`src/rtl/fwft_cascade_pkg.sv`:
```
package fwft_cascade_pkg;
  // cycles from an accepted push to the word becoming visible on the read side
  localparam int unsigned FILL_DELAY = 3;
  // cycles from an accepted pop to the location becoming visible on the write side
  localparam int unsigned FREE_DELAY = 2;
endpackage

```
`src/rtl/fwft_pulse_line.sv`:
```
module fwft_pulse_line #(
  parameter int unsigned STAGES = 2
) (
  input  logic clk,
  input  logic rst_n,
  input  logic clr,
  input  logic din,
  output logic dout
);
  logic [STAGES-1:0] line_q;
  logic [STAGES-1:0] line_d;

  generate
    if (STAGES == 1) begin : g_single
      always_comb line_d = clr ? 1'b0 : din;
    end else begin : g_multi
      always_comb line_d = clr ? '0 : {line_q[STAGES-2:0], din};
    end
  endgenerate

  always_ff @(posedge clk or negedge rst_n) begin
    if (!rst_n) line_q <= '0;
    else        line_q <= line_d;
  end

  assign dout = line_q[STAGES-1];
endmodule

```
`src/rtl/fwft_stage.sv`:
```
module fwft_stage
  import fwft_cascade_pkg::*;
#(
  parameter int unsigned WIDTH = 16,
  parameter int unsigned DEPTH = 8
) (
  input  logic             clk,
  input  logic             rst_n,
  input  logic             clr,
  input  logic             wr_en_n,
  input  logic [WIDTH-1:0] wr_data,
  output logic             in_ready_n,
  input  logic             rd_en_n,
  output logic [WIDTH-1:0] rd_data,
  output logic             out_ready_n
);
  localparam int unsigned AW = (DEPTH > 1) ? $clog2(DEPTH) : 1;
  localparam int unsigned CW = $clog2(DEPTH + 1);
  localparam logic [CW-1:0] CNT_FULL = CW'(DEPTH);
  localparam logic [AW-1:0] PTR_LAST = AW'(DEPTH - 1);

  logic [WIDTH-1:0] mem [DEPTH];
  logic [AW-1:0]    wptr_q, wptr_d, rptr_q, rptr_d;
  logic [CW-1:0]    wcnt_q, wcnt_d;   // occupancy as the write side sees it
  logic [CW-1:0]    rcnt_q, rcnt_d;   // occupancy as the read side sees it
  logic             push, pop, push_seen, pop_seen;

  assign in_ready_n  = (wcnt_q == CNT_FULL);
  assign out_ready_n = (rcnt_q == '0);
  assign push        = ~wr_en_n & ~in_ready_n;
  assign pop         = ~rd_en_n & ~out_ready_n;
  assign rd_data     = mem[rptr_q];

  fwft_pulse_line #(.STAGES(FILL_DELAY)) u_fill_line (
    .clk  (clk),
    .rst_n(rst_n),
    .clr  (clr),
    .din  (push),
    .dout (push_seen)
  );

  fwft_pulse_line #(.STAGES(FREE_DELAY)) u_free_line (
    .clk  (clk),
    .rst_n(rst_n),
    .clr  (clr),
    .din  (pop),
    .dout (pop_seen)
  );

  always_comb begin
    wptr_d = wptr_q;
    rptr_d = rptr_q;
    wcnt_d = wcnt_q;
    rcnt_d = rcnt_q;
    if (clr) begin
      wptr_d = '0;
      rptr_d = '0;
      wcnt_d = '0;
      rcnt_d = '0;
    end else begin
      if (push) wptr_d = (wptr_q == PTR_LAST) ? '0 : wptr_q + AW'(1);
      if (pop)  rptr_d = (rptr_q == PTR_LAST) ? '0 : rptr_q + AW'(1);
      wcnt_d = wcnt_q + CW'(push) - CW'(pop_seen);
      rcnt_d = rcnt_q + CW'(push_seen) - CW'(pop);
    end
  end

  always_ff @(posedge clk or negedge rst_n) begin
    if (!rst_n) begin
      wptr_q <= '0;
      rptr_q <= '0;
      wcnt_q <= '0;
      rcnt_q <= '0;
    end else begin
      wptr_q <= wptr_d;
      rptr_q <= rptr_d;
      wcnt_q <= wcnt_d;
      rcnt_q <= rcnt_d;
    end
  end

  always_ff @(posedge clk) begin
    if (push) mem[wptr_q] <= wr_data;
  end
endmodule

```
`src/rtl/fwft_cascade.sv`:
```
module fwft_cascade #(
  parameter int unsigned WIDTH       = 16,
  parameter int unsigned STAGE_DEPTH = 8,
  parameter int unsigned NSTAGES     = 2
) (
  input  logic             clk,
  input  logic             rst_n,
  input  logic             part_rst_n,
  input  logic             wr_n,
  input  logic [WIDTH-1:0] wr_data,
  output logic             in_ready_n,
  input  logic             rd_n,
  output logic [WIDTH-1:0] rd_data,
  output logic             out_ready_n
);
  logic [1:0]         rst_pipe_q;
  logic               rst_int;
  logic               clr;
  logic [NSTAGES-1:0] st_in_n, st_out_n, st_wr_n, st_rd_n;
  logic [WIDTH-1:0]   st_d [NSTAGES];
  logic [WIDTH-1:0]   st_q [NSTAGES];

  // asynchronous assert, synchronous release
  always_ff @(posedge clk or negedge rst_n) begin
    if (!rst_n) rst_pipe_q <= '0;
    else        rst_pipe_q <= {rst_pipe_q[0], 1'b1};
  end
  assign rst_int = rst_pipe_q[1];
  assign clr     = ~part_rst_n;

  generate
    for (genvar k = 0; k < NSTAGES; k++) begin : g_stage
      if (k == 0) begin : g_head
        assign st_wr_n[k] = wr_n;
        assign st_d[k]    = wr_data;
      end else begin : g_link_in
        assign st_wr_n[k] = st_out_n[k-1];
        assign st_d[k]    = st_q[k-1];
      end
      if (k == NSTAGES - 1) begin : g_tail
        assign st_rd_n[k] = rd_n;
      end else begin : g_link_out
        assign st_rd_n[k] = st_in_n[k+1];
      end

      fwft_stage #(.WIDTH(WIDTH), .DEPTH(STAGE_DEPTH)) u_stage (
        .clk        (clk),
        .rst_n      (rst_int),
        .clr        (clr),
        .wr_en_n    (st_wr_n[k]),
        .wr_data    (st_d[k]),
        .in_ready_n (st_in_n[k]),
        .rd_en_n    (st_rd_n[k]),
        .rd_data    (st_q[k]),
        .out_ready_n(st_out_n[k])
      );
    end
  endgenerate

  assign in_ready_n  = st_in_n[0];
  assign out_ready_n = st_out_n[NSTAGES-1];
  assign rd_data     = st_q[NSTAGES-1];
endmodule

```
`config.mk`:
```
export PLATFORM = sky130hd
export DESIGN_NAME = fwft_cascade
export DESIGN_NICKNAME = d
export VERILOG_FILES = /design/src/rtl/fwft_cascade_pkg.sv /design/src/rtl/fwft_pulse_line.sv /design/src/rtl/fwft_stage.sv /design/src/rtl/fwft_cascade.sv
export SDC_FILE = /design/constraint.sdc
export NUM_CORES = 1
export LEC_CHECK = 0
export ABC_AREA = 1
export BUFFER_PORTS_ARGS = -buffer_cell sky130_fd_sc_hd__buf_2
export CAP_MARGIN = 20
export CORE_MARGIN = 2
export CORE_UTILIZATION = 67
export CTS_CLUSTER_SIZE = 10
export DETAILED_ROUTE_END_ITERATION = 10
export GPL_ROUTABILITY_DRIVEN = 0
export HOLD_SLACK_MARGIN = 0.12
export PLACE_DENSITY_LB_ADDON = 0.08
export SLEW_MARGIN = 0
export SYNTH_ARGS = -nofsm -noshare
export SYNTH_HDL_FRONTEND = slang
export SYNTH_SLANG_ARGS = --single-unit
export TNS_END_PERCENT = 10
```
`constraint.sdc`:
```
create_clock -name clk -period 1.8 [get_ports clk]
set_input_delay 0.36 -clock clk [delete_from_list [all_inputs] [get_ports clk]]
set_output_delay 0.36 -clock clk [all_outputs]
set_load 0.005 [all_outputs]
```
* Word level (Yosys, flattened, before mapping)
Memories as Yosys holds them, arrays and structs flattened.
Cells that the tools add are included.
** Word-level totals
- Bits in registers :: 40
- RAM bits :: 256
- Input bits :: 21
- Output and inout port bits :: 18
- Word-level logic and storage cells :: 71
- Memories kept :: 2
** Operators by class
- Add/subtract/negate cells :: 12
- Eq/ne operators :: 9
- Multiplexer cells :: 24
- Bitwise operators :: 9
- Reduce and logical (&&, ||, !) cells :: 2
** Memory list
- g_stage[0].u_stage.mem :: words 8, width 16, rd ports 1, clocked after memory_dff 0, wr ports 1, RTL line fwft_stage.sv:22 : logic [WIDTH-1:0] mem [DEPTH];
- g_stage[1].u_stage.mem :: words 8, width 16, rd ports 1, clocked after memory_dff 0, wr ports 1, RTL line fwft_stage.sv:22
** Operators by type and width (number)
- $mux W3 :: 14
- $add A4 B1 Y4 :: 4
- $mux W4 :: 4
- $sub A4 B1 Y4 :: 4
- $add A3 B1 Y3 const B :: 4
- $eq A3 B3 Y1 const B :: 4
- $eq A4 B4 Y1 const B :: 2
- $logic_not A4 Y1 :: 2
- $ne A2 B1 Y1 const B :: 3
- $not A1 Y1 :: 6
- $mux W1 :: 4
- $mux W2 :: 2
- $and A1 B1 Y1 :: 3

* Longest topological paths before layout
- Depth after elaboration :: 6
- Depth in mapped cells :: 13
- Depth with buffers taken out :: 13

* Cells and area by module
A second synthesis with hierarchy kept.
** Second synthesis, totals
- Cell total of the unflattened synthesis :: 1378
- Area, all modules :: 13457.9 µm²
** By module, submodules not included
- fwft_stage (g_stage[0].u_stage) :: times used 1, cells each 673, area each 6541.3 µm², sequential area each 4194.0 µm²
- fwft_stage (g_stage[1].u_stage) :: times used 1, cells each 671, area each 6533.8 µm², sequential area each 4194.0 µm²
- fwft_pulse_line (g_stage[0].u_stage.u_fill_line ...) :: times used 2, cells each 9, area each 97.6 µm², sequential area each 75.1 µm²
- fwft_pulse_line (g_stage[0].u_stage.u_free_line ...) :: times used 2, cells each 6, area each 65.1 µm², sequential area each 50.0 µm²
- fwft_cascade :: times used 1, cells each 4, area each 57.6 µm², sequential area each 50.0 µm²

* Worst setup path before layout
OpenSTA, ideal clock, no wires.
- Kind :: flip-flop to flip-flop
- From :: reg g_stage[0].u_stage.wcnt_q[2]
- To :: mem g_stage[0].u_stage.mem[6][0] (enable)
- Library setup time :: 0.409 ns
- Arrival time :: 2.083 ns
- Data required time :: 1.391 ns
- Slack :: -0.692 ns
- Stages on the path, launching flop included :: 7
- Buffers on the path :: 1
- Period minus slack after synthesis :: 2.492 ns
- Path through :: dfrtp_1 inv_1 ha_1 nand3_1 nand2_1 buf_2 nor3_1
** On the way
- Cells in the longest elaborated chain, start to end :: 5
** RTL lines
- start: declaration :: RTL line fwft_stage.sv:24 : logic [CW-1:0] wcnt_q, wcnt_d;
- start signal: assignment :: RTL line fwft_stage.sv:77 : wcnt_q <= wcnt_d;
- $eq A4 B4 Y1 :: RTL line fwft_stage.sv:28 : assign in_ready_n = (wcnt_q == CNT_FULL);
- $not A1 Y1 :: RTL line fwft_stage.sv:30 : assign push = ~wr_en_n & ~in_ready_n;
- $and A1 B1 Y1 :: RTL line fwft_stage.sv:30
- $mux W1 :: RTL line fwft_stage.sv:83 : if (push) mem[wptr_q] <= wr_data;
- $mux W1 (implied by the code) :: RTL line fwft_stage.sv:83
- end: declaration :: RTL line fwft_stage.sv:22
Every way passes these cells.

* Worst setup path in the final report
- From :: reg g_stage[1].u_stage.rptr_q[0]
- To :: out rd_data[9]
** On the way
- Cells in the longest elaborated chain, start to end :: 1
** RTL lines
- start: declaration :: RTL line fwft_stage.sv:23 : logic [AW-1:0] wptr_q, wptr_d, rptr_q, rptr_d;
- start signal: assignment :: RTL line fwft_stage.sv:76 : rptr_q <= rptr_d;
- $mem_v2 Z8 W16
- end: declaration :: RTL line fwft_cascade.sv:13 : output logic [WIDTH-1:0] rd_data,
Every way passes these cells.

==> results.tsv <==
metric	value	unit
synth-seq-cells	294	
cts_tree	built	
setup_tns	-5284	ps
cts-root-buf	clkbuf_16	
dp_hpwl	16190	µm
cp-end-kind	primary output	
multi_input_area	3433	µm²
cts.clk_slew.worst_paths	50	ps
rows	51	
slowest_delay	460	ps
finalPower	25.01	mW
cts_buffers	35	
rsz0062_at_grt	yes	
core_area	19530	µm²
violations	setup timing	
p_leak	7.421	nW
drt-pass1-iter-count	5	
place_ws	-230.6	ps
path_class	flip-flop to primary output	
finalCriticalPeriod	2119	ps
syn_area	13350	µm²
cpMostUsedCell	nand2_1	
avgSynthCellArea	9.776	µm²
yosys.cell_types.count	23	
ys_seq_area_frac	0.6469	
syn-num-nets	1418	
yosysWarnings	0	
area_delta_synth_final	16.93	%
crit_fanout	16	
worstSkewPairLatency	500	ps
clock_path_buffers	3	
io_pins	39	
initial_core_util	0.6839	
grt_pass1_vias	9364	
crit_chain	inv_6 > buf_12 > nand2_1 > nand3_1 > nand2_1 > nand2_1 > nand2_1 > buf_2	
drive_gt1_frac	0.1277	
final_antenna_net_count	0	
crit_slowest_cell	dfrtp_2	
htree_levels	2	
die_x	145.2	µm
maxCapViolCount	0	
start_kind	flip-flop	
vias_per_cell	5.234	
cp.arrival	1760	ps
n_fill_cell	1189	
holdCritPathClass	input pin to flip-flop	
layout_common_cells	nand2_1, inv_1, edfxtp_1	
grt_use_total	0.2771	
portBuffers	38	
grt-ovfl-total	0	
placed_cells	1677	
antenna_found_initial	0	
fin_worst_skew	15.45	ps
irDropWorstVdd	1062	µV
finalCritPeriodShare	1.177	
clock-sinks	294	
die_area	21080	µm²
setup_ws	-318.9	ps
vias	9134	
maxSlewHeadroom	0.5254	
drc_errors	0	
cellPowerDensity	1602	nW/µm²
final_common_cell	nand2_1	
drv_slew	0	
regArea	8641	µm²
grt_pass1_wl	45840	µm
setup_viol	23	
hold_viol_final	0	
initialDrtViolationCount	648	
die_h	145.2	µm
finalNetCount	1517	
crit_required	1440	ps
fmax	471.9	MHz
grt_max_degree	44	
worst_pin_slew	711.2	ps
wl	28240	µm
instances_no_fill	1745	
num_antenna_cells	0	
status	finished with violations	
wl_per_cell	16.18	µm
synthCells	1366	
path summary, 6_finish.rpt:
kind / slack (ps) / depth (start not counted) / end / startpoint
max: -320 / 8 / rd_data[9] / g_stage[1].u_stage.rptr_q[0]
min: 130 / 1 / g_stage[0].u_stage.mem[4][15] / wr_data[15]
max reg2reg: -230 / 11 / g_stage[0].u_stage.rcnt_q[2] / g_stage[0].u_stage.rcnt_q[3]
min reg2reg: 280 / 1 / g_stage[1].u_stage.rcnt_q[1] / rst_pipe_q[1]
max in group asynchronous: 1160 / 1 / g_stage[0].u_stage.rptr_q[0] / rst_pipe_q[1]
min in group asynchronous: 170 / 2 / rst_pipe_q[0] / rst_n
final cells by class:
type | count | share of cell area
sequential | 294 | 0.5534
multi-input combinational | 708 | 0.2199
inverter | 312 | 0.07548
timing repair buffer | 114 | 0.06715
clock buffer | 52 | 0.06290
tap | 265 | 0.02123
per-stage QoR:
step                  util  hold WS (ps)  instance area [µm²]
floorplan                -         64.41                13430
global placement    0.7307         144.8                14270
detailed placement  0.7307         147.6                14270
CTS                 0.7918         124.1                15460
global route        0.7997         142.1                15620
finish              0.7997         134.7                15620
critical path, delay by kind of cell (launching register included):
family                 cells  cell delay [ps]
and+or+nand+nor            5              350
DFF                        1              460
buffers and inverters      3              440
logic make-up after synthesis:
family | share of synthesized area
flip-flops | 0.6469
buffers and inverters | 0.1117
adder cells (fa/ha/maj) | 0.03129
AND/OR/NAND/NOR | 0.2050
XOR/XNOR | 0.002623
AO/OA/AOI/OAI | 0.002248
other | 0.0002808
metal layers:
metal	global-route usage	wire length (µm)	vias to the layer above
met5	0	0	-
met4	0.1049	683	0
met3	0.04497	1880	56
met2	0.4879	14600	331
met1	0.3480	11070	4310
li1	-	-	4437
Yosys cell counts (all sizes together):
cell type / count / share of area
o21ai: 1 / 0.00037
nand4: 10 / 0.0047
ha: 27 / 0.025
conb: 1 / 0.00028
or2: 3 / 0.0014
nor2: 26 / 0.0073
nor3: 9 / 0.0034
inv: 312 / 0.088
fa: 4 / 0.0060
clkbuf: 2 / 0.00056
buf: 50 / 0.023
nand2: 467 / 0.13
edfxtp: 256 / 0.58
nor3b: 1 / 0.00056
dfrtp: 38 / 0.071
nand3: 150 / 0.056
xnor2: 4 / 0.0026
a21oi: 5 / 0.0019
registers in the layout, indices dropped and copies added, names as in the netlist:
| register | count |
|---|---|
| g_stage.u_stage.rcnt_q | 8 |
| g_stage.u_stage.rptr_q | 6 |
| g_stage.u_stage.wptr_q | 6 |
| g_stage.u_stage.u_free_line.line_q | 2 |
| g_stage.u_stage.u_fill_line.line_q | 6 |
| g_stage.u_stage.wcnt_q | 8 |
| rst_pipe_q | 2 |
| g_stage.u_stage.mem | 256 |
what timing repair did:
item,in CTS,in global routing
pin swaps,3,7
resized for setup,16,28
hold endpoints to repair,74,0
setup buffers,0,2
gates cloned,2,1
setup endpoints to repair,24,155
hold buffers,11,0
where the power goes:
| group | internal (mW) | switching [mW] | leakage, nW | total, mW |
|---|---|---|---|---|
| Clock | 3.72 | 2.44 | 0.474 | 6.15 |
| Combinational | 3.21 | 5.95 | 4.12 | 9.16 |
| Sequential | 9.38 | 0.318 | 2.82 | 9.70 |
No activity file was read; power rests on OpenSTA's default activity.
